**src/rtl/ipu_pkg.sv**
```systemverilog
package ipu_pkg;
  localparam int unsigned IPU_PW = 8;
  localparam int unsigned IPU_SW = 24;
  localparam int unsigned IPU_WW = IPU_PW + IPU_SW;

  typedef logic [IPU_PW-1:0] prio_t;
  typedef logic [IPU_SW-1:0] src_t;
  typedef logic [IPU_WW-1:0] word_t;

  typedef enum logic [1:0] {
    OP_SET_CPPR = 2'd0,
    OP_SET_IPI  = 2'd1,
    OP_ACCEPT   = 2'd2,
    OP_EOI      = 2'd3
  } ipu_op_e;

  // offer loses against threshold or against the pending one
  function automatic logic offer_loses(prio_t p, prio_t cur, logic busy, prio_t pend);
    return (p >= cur) || (busy && (pend <= p));
  endfunction

  // inter-processor check is held off by an equal or better pending one
  function automatic logic ipi_held(logic busy, prio_t pend, prio_t ipi);
    return busy && (pend <= ipi);
  endfunction

  function automatic word_t pack_word(prio_t c, src_t s);
    return {c, s};
  endfunction
endpackage

```
**src/rtl/ipu_decide.sv**
```systemverilog
module ipu_decide
  import ipu_pkg::*;
#(
  parameter src_t IPI_SRC = src_t'(2)
) (
  input  logic    take_op,
  input  ipu_op_e op_code,
  input  word_t   op_data,
  input  logic    take_offer,
  input  src_t    offer_src,
  input  prio_t   offer_prio,
  input  prio_t   cppr,
  input  src_t    xisr,
  input  prio_t   pend,
  input  prio_t   mfrr,
  input  logic    irq,
  output prio_t   n_cppr,
  output src_t    n_xisr,
  output prio_t   n_pend,
  output prio_t   n_mfrr,
  output logic    n_irq,
  output logic    rej_req,
  output src_t    rej_id,
  output logic    rs_now,
  output logic    rs_defer,
  output logic    eoi_req,
  output src_t    eoi_id,
  output logic    acc_req,
  output word_t   acc_word
);
  logic  busy;
  prio_t op_prio;
  prio_t op_top;

  assign busy    = (xisr != '0);
  assign op_prio = op_data[IPU_PW-1:0];
  assign op_top  = op_data[IPU_WW-1:IPU_SW];

  always_comb begin
    n_cppr   = cppr;
    n_xisr   = xisr;
    n_pend   = pend;
    n_mfrr   = mfrr;
    n_irq    = irq;
    rej_req  = 1'b0;
    rej_id   = '0;
    rs_now   = 1'b0;
    rs_defer = 1'b0;
    eoi_req  = 1'b0;
    eoi_id   = '0;
    acc_req  = 1'b0;
    acc_word = pack_word(cppr, xisr);
    if (take_op) begin
      unique case (op_code)
        OP_SET_CPPR: begin
          n_cppr = op_prio;
          if (op_prio < cppr) begin
            if (busy && (op_prio <= pend)) begin
              n_xisr  = '0;
              n_irq   = 1'b0;
              rej_req = 1'b1;
              rej_id  = xisr;
            end
          end else if (!busy) begin
            rs_now = 1'b1;
            if (mfrr < op_prio) begin
              n_xisr = IPI_SRC;
              n_pend = mfrr;
              n_irq  = 1'b1;
            end
          end
        end
        OP_SET_IPI: begin
          n_mfrr = op_prio;
          if ((op_prio < cppr) && !ipi_held(busy, pend, op_prio)) begin
            if (busy) begin
              rej_req = 1'b1;
              rej_id  = xisr;
            end
            n_xisr = IPI_SRC;
            n_pend = op_prio;
            n_irq  = 1'b1;
          end
        end
        OP_ACCEPT: begin
          acc_req = 1'b1;
          n_irq   = 1'b0;
          n_cppr  = pend;
          n_xisr  = '0;
        end
        OP_EOI: begin
          eoi_req = 1'b1;
          eoi_id  = op_data[IPU_SW-1:0];
          n_cppr  = op_top;
          if (!busy) begin
            rs_defer = 1'b1;
            if (mfrr < op_top) begin
              n_xisr = IPI_SRC;
              n_pend = mfrr;
              n_irq  = 1'b1;
            end
          end
        end
        default: ;
      endcase
    end else if (take_offer) begin
      if (offer_loses(offer_prio, cppr, busy, pend)) begin
        rej_req = 1'b1;
        rej_id  = offer_src;
      end else begin
        if (busy) begin
          rej_req = 1'b1;
          rej_id  = xisr;
        end
        n_xisr = offer_src;
        n_pend = offer_prio;
        n_irq  = 1'b1;
      end
    end
  end
endmodule

```
**src/rtl/ipu_state_regs.sv**
```systemverilog
module ipu_state_regs
  import ipu_pkg::*;
(
  input  logic  clk,
  input  logic  rst_n,
  input  prio_t n_cppr,
  input  src_t  n_xisr,
  input  prio_t n_pend,
  input  prio_t n_mfrr,
  input  logic  n_irq,
  output prio_t cppr,
  output src_t  xisr,
  output prio_t pend,
  output prio_t mfrr,
  output logic  irq
);
  always_ff @(posedge clk) begin
    if (!rst_n) begin
      cppr <= '0;
      xisr <= '0;
      pend <= '0;
      mfrr <= '1;
      irq  <= 1'b0;
    end else begin
      cppr <= n_cppr;
      xisr <= n_xisr;
      pend <= n_pend;
      mfrr <= n_mfrr;
      irq  <= n_irq;
    end
  end
endmodule

```
**src/rtl/ipu_event_out.sv**
```systemverilog
module ipu_event_out
  import ipu_pkg::*;
(
  input  logic  clk,
  input  logic  rst_n,
  input  logic  rej_req,
  input  src_t  rej_id,
  input  logic  rs_now,
  input  logic  rs_defer,
  input  logic  eoi_req,
  input  src_t  eoi_id,
  input  logic  acc_req,
  input  word_t acc_word,
  output logic  rej_pulse,
  output src_t  rej_src,
  output logic  resend_pulse,
  output logic  eoi_pulse,
  output src_t  eoi_src,
  output logic  acc_valid,
  output word_t acc_data,
  output logic  defer_q
);
  always_ff @(posedge clk) begin
    if (!rst_n) begin
      rej_pulse    <= 1'b0;
      rej_src      <= '0;
      resend_pulse <= 1'b0;
      eoi_pulse    <= 1'b0;
      eoi_src      <= '0;
      acc_valid    <= 1'b0;
      acc_data     <= '0;
      defer_q      <= 1'b0;
    end else begin
      rej_pulse    <= rej_req;
      rej_src      <= rej_req ? rej_id : '0;
      resend_pulse <= rs_now | defer_q;
      eoi_pulse    <= eoi_req;
      eoi_src      <= eoi_req ? eoi_id : '0;
      acc_valid    <= acc_req;
      acc_data     <= acc_req ? acc_word : '0;
      defer_q      <= rs_defer;
    end
  end
endmodule

```
**src/rtl/ipu_present.sv**
```systemverilog
module ipu_present
  import ipu_pkg::*;
#(
  parameter src_t IPI_SRC = src_t'(2)
) (
  input  logic                  clk,
  input  logic                  rst_n,
  input  logic                  offer_valid,
  input  logic [IPU_SW-1:0]     offer_src,
  input  logic [IPU_PW-1:0]     offer_prio,
  output logic                  offer_ready,
  input  logic                  op_valid,
  input  logic [1:0]            op_code,
  input  logic [IPU_WW-1:0]     op_data,
  output logic                  op_ready,
  output logic                  acc_valid,
  output logic [IPU_WW-1:0]     acc_data,
  output logic                  irq_out,
  output logic [IPU_WW-1:0]     state_word,
  output logic                  rej_pulse,
  output logic [IPU_SW-1:0]     rej_src,
  output logic                  resend_pulse,
  output logic                  eoi_pulse,
  output logic [IPU_SW-1:0]     eoi_src
);
  prio_t cppr_q, pend_q, mfrr_q;
  src_t  xisr_q;
  logic  irq_q;
  prio_t n_cppr, n_pend, n_mfrr;
  src_t  n_xisr;
  logic  n_irq;
  logic  rej_req, rs_now, rs_defer, eoi_req, acc_req;
  src_t  rej_id, eoi_id;
  word_t acc_word;
  logic  defer_q;

  // named events for the checker
  logic ev_op_take, ev_offer_take, ev_offer_win, ev_offer_lose;

  assign op_ready      = !defer_q;
  assign offer_ready   = !defer_q && !op_valid;
  assign ev_op_take    = op_valid && op_ready;
  assign ev_offer_take = offer_valid && offer_ready;
  assign ev_offer_lose = ev_offer_take &&
                         offer_loses(offer_prio, cppr_q, xisr_q != '0, pend_q);
  assign ev_offer_win  = ev_offer_take && !ev_offer_lose;

  ipu_decide #(.IPI_SRC(IPI_SRC)) u_decide (
    .take_op   (ev_op_take),
    .op_code   (ipu_op_e'(op_code)),
    .op_data   (op_data),
    .take_offer(ev_offer_take),
    .offer_src (offer_src),
    .offer_prio(offer_prio),
    .cppr      (cppr_q),
    .xisr      (xisr_q),
    .pend      (pend_q),
    .mfrr      (mfrr_q),
    .irq       (irq_q),
    .n_cppr    (n_cppr),
    .n_xisr    (n_xisr),
    .n_pend    (n_pend),
    .n_mfrr    (n_mfrr),
    .n_irq     (n_irq),
    .rej_req   (rej_req),
    .rej_id    (rej_id),
    .rs_now    (rs_now),
    .rs_defer  (rs_defer),
    .eoi_req   (eoi_req),
    .eoi_id    (eoi_id),
    .acc_req   (acc_req),
    .acc_word  (acc_word)
  );

  ipu_state_regs u_state (
    .clk   (clk),
    .rst_n (rst_n),
    .n_cppr(n_cppr),
    .n_xisr(n_xisr),
    .n_pend(n_pend),
    .n_mfrr(n_mfrr),
    .n_irq (n_irq),
    .cppr  (cppr_q),
    .xisr  (xisr_q),
    .pend  (pend_q),
    .mfrr  (mfrr_q),
    .irq   (irq_q)
  );

  ipu_event_out u_events (
    .clk         (clk),
    .rst_n       (rst_n),
    .rej_req     (rej_req),
    .rej_id      (rej_id),
    .rs_now      (rs_now),
    .rs_defer    (rs_defer),
    .eoi_req     (eoi_req),
    .eoi_id      (eoi_id),
    .acc_req     (acc_req),
    .acc_word    (acc_word),
    .rej_pulse   (rej_pulse),
    .rej_src     (rej_src),
    .resend_pulse(resend_pulse),
    .eoi_pulse   (eoi_pulse),
    .eoi_src     (eoi_src),
    .acc_valid   (acc_valid),
    .acc_data    (acc_data),
    .defer_q     (defer_q)
  );

  assign irq_out    = irq_q;
  assign state_word = pack_word(cppr_q, xisr_q);
endmodule

```
**config.mk**
```make
export PLATFORM = sky130hd
export DESIGN_NAME = ipu_present
export DESIGN_NICKNAME = d
export VERILOG_FILES = /design/src/rtl/ipu_pkg.sv /design/src/rtl/ipu_decide.sv /design/src/rtl/ipu_state_regs.sv /design/src/rtl/ipu_event_out.sv /design/src/rtl/ipu_present.sv
export SDC_FILE = /design/constraint.sdc
export NUM_CORES = 1
export LEC_CHECK = 0
export BUFFER_PORTS_ARGS = -buffer_cell sky130_fd_sc_hd__buf_2
export CORE_AREA = 5 5 121 123
export DETAILED_ROUTE_END_ITERATION = 8
export DIE_AREA = 0 0 126 128
export PLACE_DENSITY = 0.83
export SYNTH_ARGS = -nofsm -noshare
export SYNTH_HDL_FRONTEND = slang
export SYNTH_SLANG_ARGS = --single-unit
```
**constraint.sdc**
```tcl
create_clock -name clk -period 7.5 [get_ports clk]
set_input_delay 1.875 -clock clk [delete_from_list [all_inputs] [get_ports clk]]
set_output_delay 1.875 -clock clk [all_outputs]
set_load 0.02 [all_outputs]
```
==> results of run 1 <==
-- through the flow --
step / setup WS [ns] / hold slack, ns / cell area (um^2) / power [mW]
6_report: 3.11 / 0.475 / 7660 / 1.98
5_1_grt: 2.90 / 0.528 / 7660 / 2.06
4_1_cts: 3.15 / 0.476 / 7660 / 1.99
3_5_place_dp: 2.77 / 0.459 / 7020 / 1.09
3_3_place_gp: 2.89 / 0.441 / 7020 / 1.08
2_1_floorplan: 3.44 / 0.452 / 5930 / 0.990
-- final timing paths --
kind | start | endpoint | slack (ns) | cells past startpoint
min | u_state.irq | u_state.irq | 0.47 | 2
min reg2reg | u_state.irq | u_state.irq | 0.47 | 2
max | rst_n | u_state.xisr[4] | 3.11 | 6
max reg2reg | u_state.cppr[6] | u_events.rej_src[23] | 4.50 | 8
-- cell usage in the layout, fill, tap and decap left out, types with 2 or more instances in the layout --
| cell | n |
|---|---|
| a211o_1 | 2 |
| a211oi_1 | 6 |
| a21o_1 | 8 |
| a21oi_1 | 20 |
| a22oi_1 | 30 |
| a31oi_1 | 10 |
| and2_1 | 49 |
| and2_2 | 2 |
| buf_2 | 188 |
| buf_4 | 5 |
| bufinv_16 | 4 |
| clkbuf_16 | 17 |
| clkbuf_8 | 2 |
| clkinv_1 | 2 |
| clkinvlp_4 | 3 |
| dfxtp_1 | 134 |
| ha_1 | 49 |
| inv_1 | 37 |
| inv_6 | 4 |
| mux2i_1 | 42 |
| nand2_1 | 91 |
| nand2b_1 | 3 |
| nand3_1 | 3 |
| nand4_1 | 7 |
| nor2_1 | 33 |
| nor2b_1 | 4 |
| nor3_1 | 7 |
| nor4_1 | 12 |
| o211ai_1 | 17 |
| o21ai_0 | 17 |
-- sequential cells by signal (all words and copies together) (netlist names) --
signal	cells
u_events.defer_q	1
u_state.xisr	24
u_state.pend	8
u_events.acc_valid	1
u_events.acc_data	32
u_events.eoi_src	24
u_events.rej_pulse	1
u_events.resend_pulse	1
u_state.cppr	8
u_events.rej_src	24
u_state.irq	1
u_state.mfrr	8
u_events.eoi_pulse	1
-- worst min-delay path, stage by stage (launching register included) --
cell     delay, ns
dfxtp_1       0.31
nand2_1       0.06
mux2i_1       0.06
-- cells by family (layout without fill, tap and decap cells) --
logic type | after synthesis | after routing | synth area share [%]
AOI/OAI and AO/OA | 125 | 125 | 14.3
adders and majority gates | 49 | 49 | 10.3
buffers and inverters | 69 | 264 | 4.76
DFF | 134 | 134 | 45.2
muxes | 42 | 42 | 7.08
and+or+nand+nor | 222 | 222 | 18.3
-- metal layers --
layer	track usage [%]	vias up	wire [um]
met4	10.4	0	603
li1	-	2608	-
met1	24.9	2525	6880
met3	6.29	42	1300
met2	34.1	232	8290
met5	0	-	0
-- power by group through the flow --
stage / combinational, mW / clock, mW / sequential (mW)
after floorplan: 0.185 / 0 / 0.804
after global placement: 0.295 / 0 / 0.785
after detailed placement: 0.303 / 0 / 0.786
after CTS: 0.306 / 0.913 / 0.771
after global routing: 0.338 / 0.949 / 0.776
final: 0.308 / 0.899 / 0.772
-- cell type report --
class | instances | share of cell area [%]
inverter | 39 | 1.91
tap | 180 | 2.94
sequential | 134 | 35.0
multi-input combinational | 438 | 39.0
clock inverter | 13 | 2.50
clock buffer | 19 | 5.91
timing repair buffer | 193 | 12.8
-- Yosys cell counts, drive strengths merged (10+ instances only) --
cell type,n
and2,51
clkbuf,26
inv,37
a21oi,21
a31oi,10
nand2,91
nor4,13
mux2i,42
o211ai,17
dfxtp,134
a22oi,30
ha,49
nor2,34
o21ai,18
==> metrics.cfg, run 1 <==
[status]
status = completed

[timing]
setup_viol = 0
finalCritPeriodShare_pct = 58.5
slew-limit-headroom_pct = 21.8
worstMarginPinSlew_ns = 1.17
period_needed_ns = 4.39
rsz0062_at_grt = no
hold_violations = 0
max_freq_mhz = 228
skew_ns = 0.00899
tns_ns = 0
report.final.slew_viol_count = 0

[worst_setup_path]
crit_slowest_cell = nor2_2
cp_max_fo = 61
max_stage_delay_ns = 1.05
cp-end-kind = register
worstSetupStartpointType = input pin
cp_top_family = buffers and inverters
criticalPathCategory = in -> reg
path_cells = buf_2 > buf_4 > clkinv_1 > nor2_2 > nand2_1 > mux2i_1
cp.required_ns = 7.84
arrival_ns = 4.73
path_buf_inv = 3

[cts]
numClockSinks = 134
h-tree-depth = 4
cts_made_buffers = 17
clock_latency_ns = 0.42
cts_tree = done
path_clk_slew_ns = 0.06
ctsHoldBuffers = 0
root_buffer = clkbuf_16
cts_resized = 0
clockBufferDepth = 2
post-cts-setup-buffer-count = 0

[global_route]
grt.total_usage_pct = 20.9
grt_max_degree = 62
grt_pass1_wl_um = 26800
grt-ovfl-total = 0
antenna_found_initial = 1
grt_pass1_vias = 5251

[yosys]
synthDominantCellAreaShare_pct = 45.2
ys_types = 49
syn_inst = 641
yosysTopAreaCell = dfxtp_1
ys_seq_elements = 134
synth_edf_count = 0
ys_warn_count = 0
synth.cell_area_um2 = 5930
synth.avg_cell_area_um2 = 9.26
synth_fp_nets = 760
synthTopCellsByArea = dfxtp_1, ha_1, mux2i_1
async_reset_ff_share_pct = 0
synth_top_flop_cell = dfxtp_1
synth-seq-area-share_pct = 45.2

[routing]
drtIter0Drc = 408
wl_um = 17100
drc = 0
first_pass_iters = 5
ant_nets = 0
vias = 5407
wl_per_cell_um = 16.8
viasPerCell = 5.32

[placed_design]
gp_congestion = 0.926
dpl.cell_count = 984
dp_hpwl_um = 12500
io_buffers = 188

[cells_and_area]
fin_nets = 942
drive_gt1_share_pct = 28.2
final_util_pct = 56.5
regArea_um2 = 2680
diodes = 0
layout.cells.non_filler = 1016
fillers = 1189
multiInputGateArea_um2 = 2990
area_growth_pct = 29.2

[power_and_ir_drop]
p_sw_mw = 0.541
powerDensity_nw_per_um2 = 258
p_comb_share_pct = 15.6
clock_power_share_pct = 45.4
power_leakage_nw = 3.73
ir_worst_vdd_mv = 0.121
seq_power_share_pct = 39.0
internal_power_mw = 1.44
switching_share_pct = 27.4

[die]
start_util_pct = 43.8
io_pins = 189
die_h_um = 128
die_area_um2 = 16100
die_w_um = 126
placementRows = 43
coreArea_um2 = 13600

[hold_path]
hp-class = reg -> reg

[run]
cap_viol_max_count = 0

Power figures use the tool's default switching activity.
==> inputs of run 2 (changes only) <==
==> constraint.sdc (replaced) <==
create_clock -name clk -period 4.1 [get_ports clk]
set_input_delay 1.025 -clock clk [delete_from_list [all_inputs] [get_ports clk]]
set_output_delay 1.025 -clock clk [all_outputs]
set_load 0.02 [all_outputs]
==> run 2 against run 1 <==
- clock-buffer cell count increased by 2
- sequential power grew 83%
- critical endpoint is now u_state.xisr[14]
- sequential cell count did not move
- clock skew is 0.0027 ns lower
- routed wire length hardly changed
==> metrics.cfg, run 2 (same netlist as run 1, synthesis figures left out) <==
[routing]
ant_nets = 0  ; unchanged
wl_per_cell_um = 16.7  ; -0.80%
vias = 5423  ; +0.30%
wl_um = 17100  ; about the same
viasPerCell = 5.30  ; -0.49%
first_pass_iters = 5  ; unchanged
drtIter0Drc = 466  ; +14%
drc = 0  ; unchanged

[worst_setup_path]
crit_slowest_cell = a2111oi_0
arrival_ns = 3.46  ; -1.27 ns
max_stage_delay_ns = 0.53  ; -0.52 ns
cp.required_ns = 4.45  ; -3.39 ns
worstSetupStartpointType = input pin
cp_max_fo = 24  ; -61%
path_cells = buf_2 > inv_1 > ha_1 > a2111oi_0 > nor3_1 > o32a_1 > a31o_1 > nor3_4 > buf_4 > mux2i_1
criticalPathCategory = in -> reg
cp-end-kind = register
r2r_slack_ns = 1.20  ; -3.30 ns

[timing]
report.final.slew_viol_count = 0  ; unchanged
rsz0062_at_grt = no
slew-limit-headroom_pct = 28.1  ; +6.3 points
setup_viol = 0  ; unchanged
worstMarginPinSlew_ns = 1.07  ; -0.0992 ns
period_needed_ns = 3.11
skew_ns = 0.00632  ; -0.00267 ns
finalCritPeriodShare_pct = 75.9
max_freq_mhz = 321
hold_violations = 0  ; unchanged
tns_ns = 0  ; unchanged

[placed_design]
io_buffers = 188  ; unchanged
dp_hpwl_um = 12700  ; +1.6%
gp_congestion = 0.931  ; +0.62%

[cts]
ctsHoldBuffers = 0  ; unchanged
h-tree-depth = 4  ; unchanged
path_clk_slew_ns = 0.05  ; about the same
cts_tree = done
cts_resized = 0  ; unchanged
root_buffer = clkbuf_16
post-cts-setup-buffer-count = 0  ; unchanged
numClockSinks = 134  ; unchanged
cts_made_buffers = 17  ; unchanged
clockBufferDepth = 2  ; unchanged
clock_latency_ns = 0.42  ; about the same

[global_route]
grt_pass1_wl_um = 26900  ; +0.41%
antenna_found_initial = 2  ; +1
grt.total_usage_pct = 21.1  ; +0.21 points
grt_max_degree = 61  ; -1.6%
grt_pass1_vias = 5396  ; +2.8%
grt-ovfl-total = 0  ; unchanged

[power_and_ir_drop]
ir_worst_vdd_mv = 0.265  ; +120%
power_leakage_nw = 3.74  ; +0.38%
powerDensity_nw_per_um2 = 454  ; +76%

[die]
die_area_um2 = 16100  ; unchanged
coreArea_um2 = 13600  ; unchanged
io_pins = 189  ; unchanged
die_h_um = 128  ; unchanged
placementRows = 43  ; unchanged
die_w_um = 126  ; unchanged
start_util_pct = 43.8  ; unchanged

[cells_and_area]
final_common_cell = buf_2
most-common-layout-cells = buf_2, dfxtp_1, nand2_1
fin_nets = 948  ; +0.64%
drive_gt1_share_pct = 28.5  ; +0.27 points
regMostFlops = u_events.acc_data
final_util_pct = 56.5  ; -0.074 points
area_growth_pct = 29.0
largest_reg_flops = 32  ; unchanged

[status]
status = completed

[hold_path]
hp-class = reg -> reg

[run]
cap_viol_max_count = 0  ; unchanged

-- run 2: final cells by class --
class,count,area (um^2)
diodes,2,5.00
clock buffers,21,460
clock inverters,11,124
fillers,1207,5900
inverters,39,146
multi-input cells,438,2990
flip-flops and latches,134,2680
well taps,180,225
repair buffers,199,1020
-- run 2: path summary, 6_finish.rpt --
check	depth (start not counted)	startpoint	end
min	2	u_state.irq	u_state.irq
min reg2reg	2	u_state.irq	u_state.irq
max reg2reg	8	u_state.xisr[1]	u_state.xisr[14]
max	10	op_data[25]	u_state.xisr[14]
-- run 2: where the power goes --
| part | switching (mW) | internal (mW) |
|---|---|---|
| registers | 0.0531 | 1.36 |
| logic | 0.350 | 0.219 |
| clock network | 0.570 | 0.928 |
| total | 0.973 | 2.51 |
-- run 2: worst max-delay path: cells and delay by family --
family	cells	cell delay, ns
AO/OA/AOI/OAI	3	1.13
buffers and inverters	3	0.53
adder cells (fa/ha/maj)	1	0.28
multiplexers	1	0.24
AND/OR/NAND/NOR	2	0.23
-- run 2: stage by stage --
| step | setup WS (ns) | instance area (um^2) | cells | hold slack (ns) | power (mW) |
|---|---|---|---|---|---|
| 4_1_cts | 1.01 | 7650 | 1022 | 0.470 | 3.50 |
| 3_5_place_dp | 0.586 | 7070 | 990 | 0.454 | 2.00 |
| 3_3_place_gp | 0.651 | 7070 | 990 | 0.442 | 1.98 |
| 6_report | 0.987 | 7650 | 1024 | 0.461 | 3.48 |
| 5_1_grt | 0.766 | 7650 | 1024 | 0.508 | 3.64 |
| 2_1_floorplan | 0.907 | 5930 | 641 | 0.452 | 1.81 |
-- run 2: routing by layer --
| metal | share of wire, % | global-route usage [%] |
|---|---|---|
| met4 | 4.3 | 12.9 |
| met3 | 8.0 | 6.21 |
| met2 | 48 | 34.1 |
| met5 | 0 | 0 |
| met1 | 40 | 24.7 |
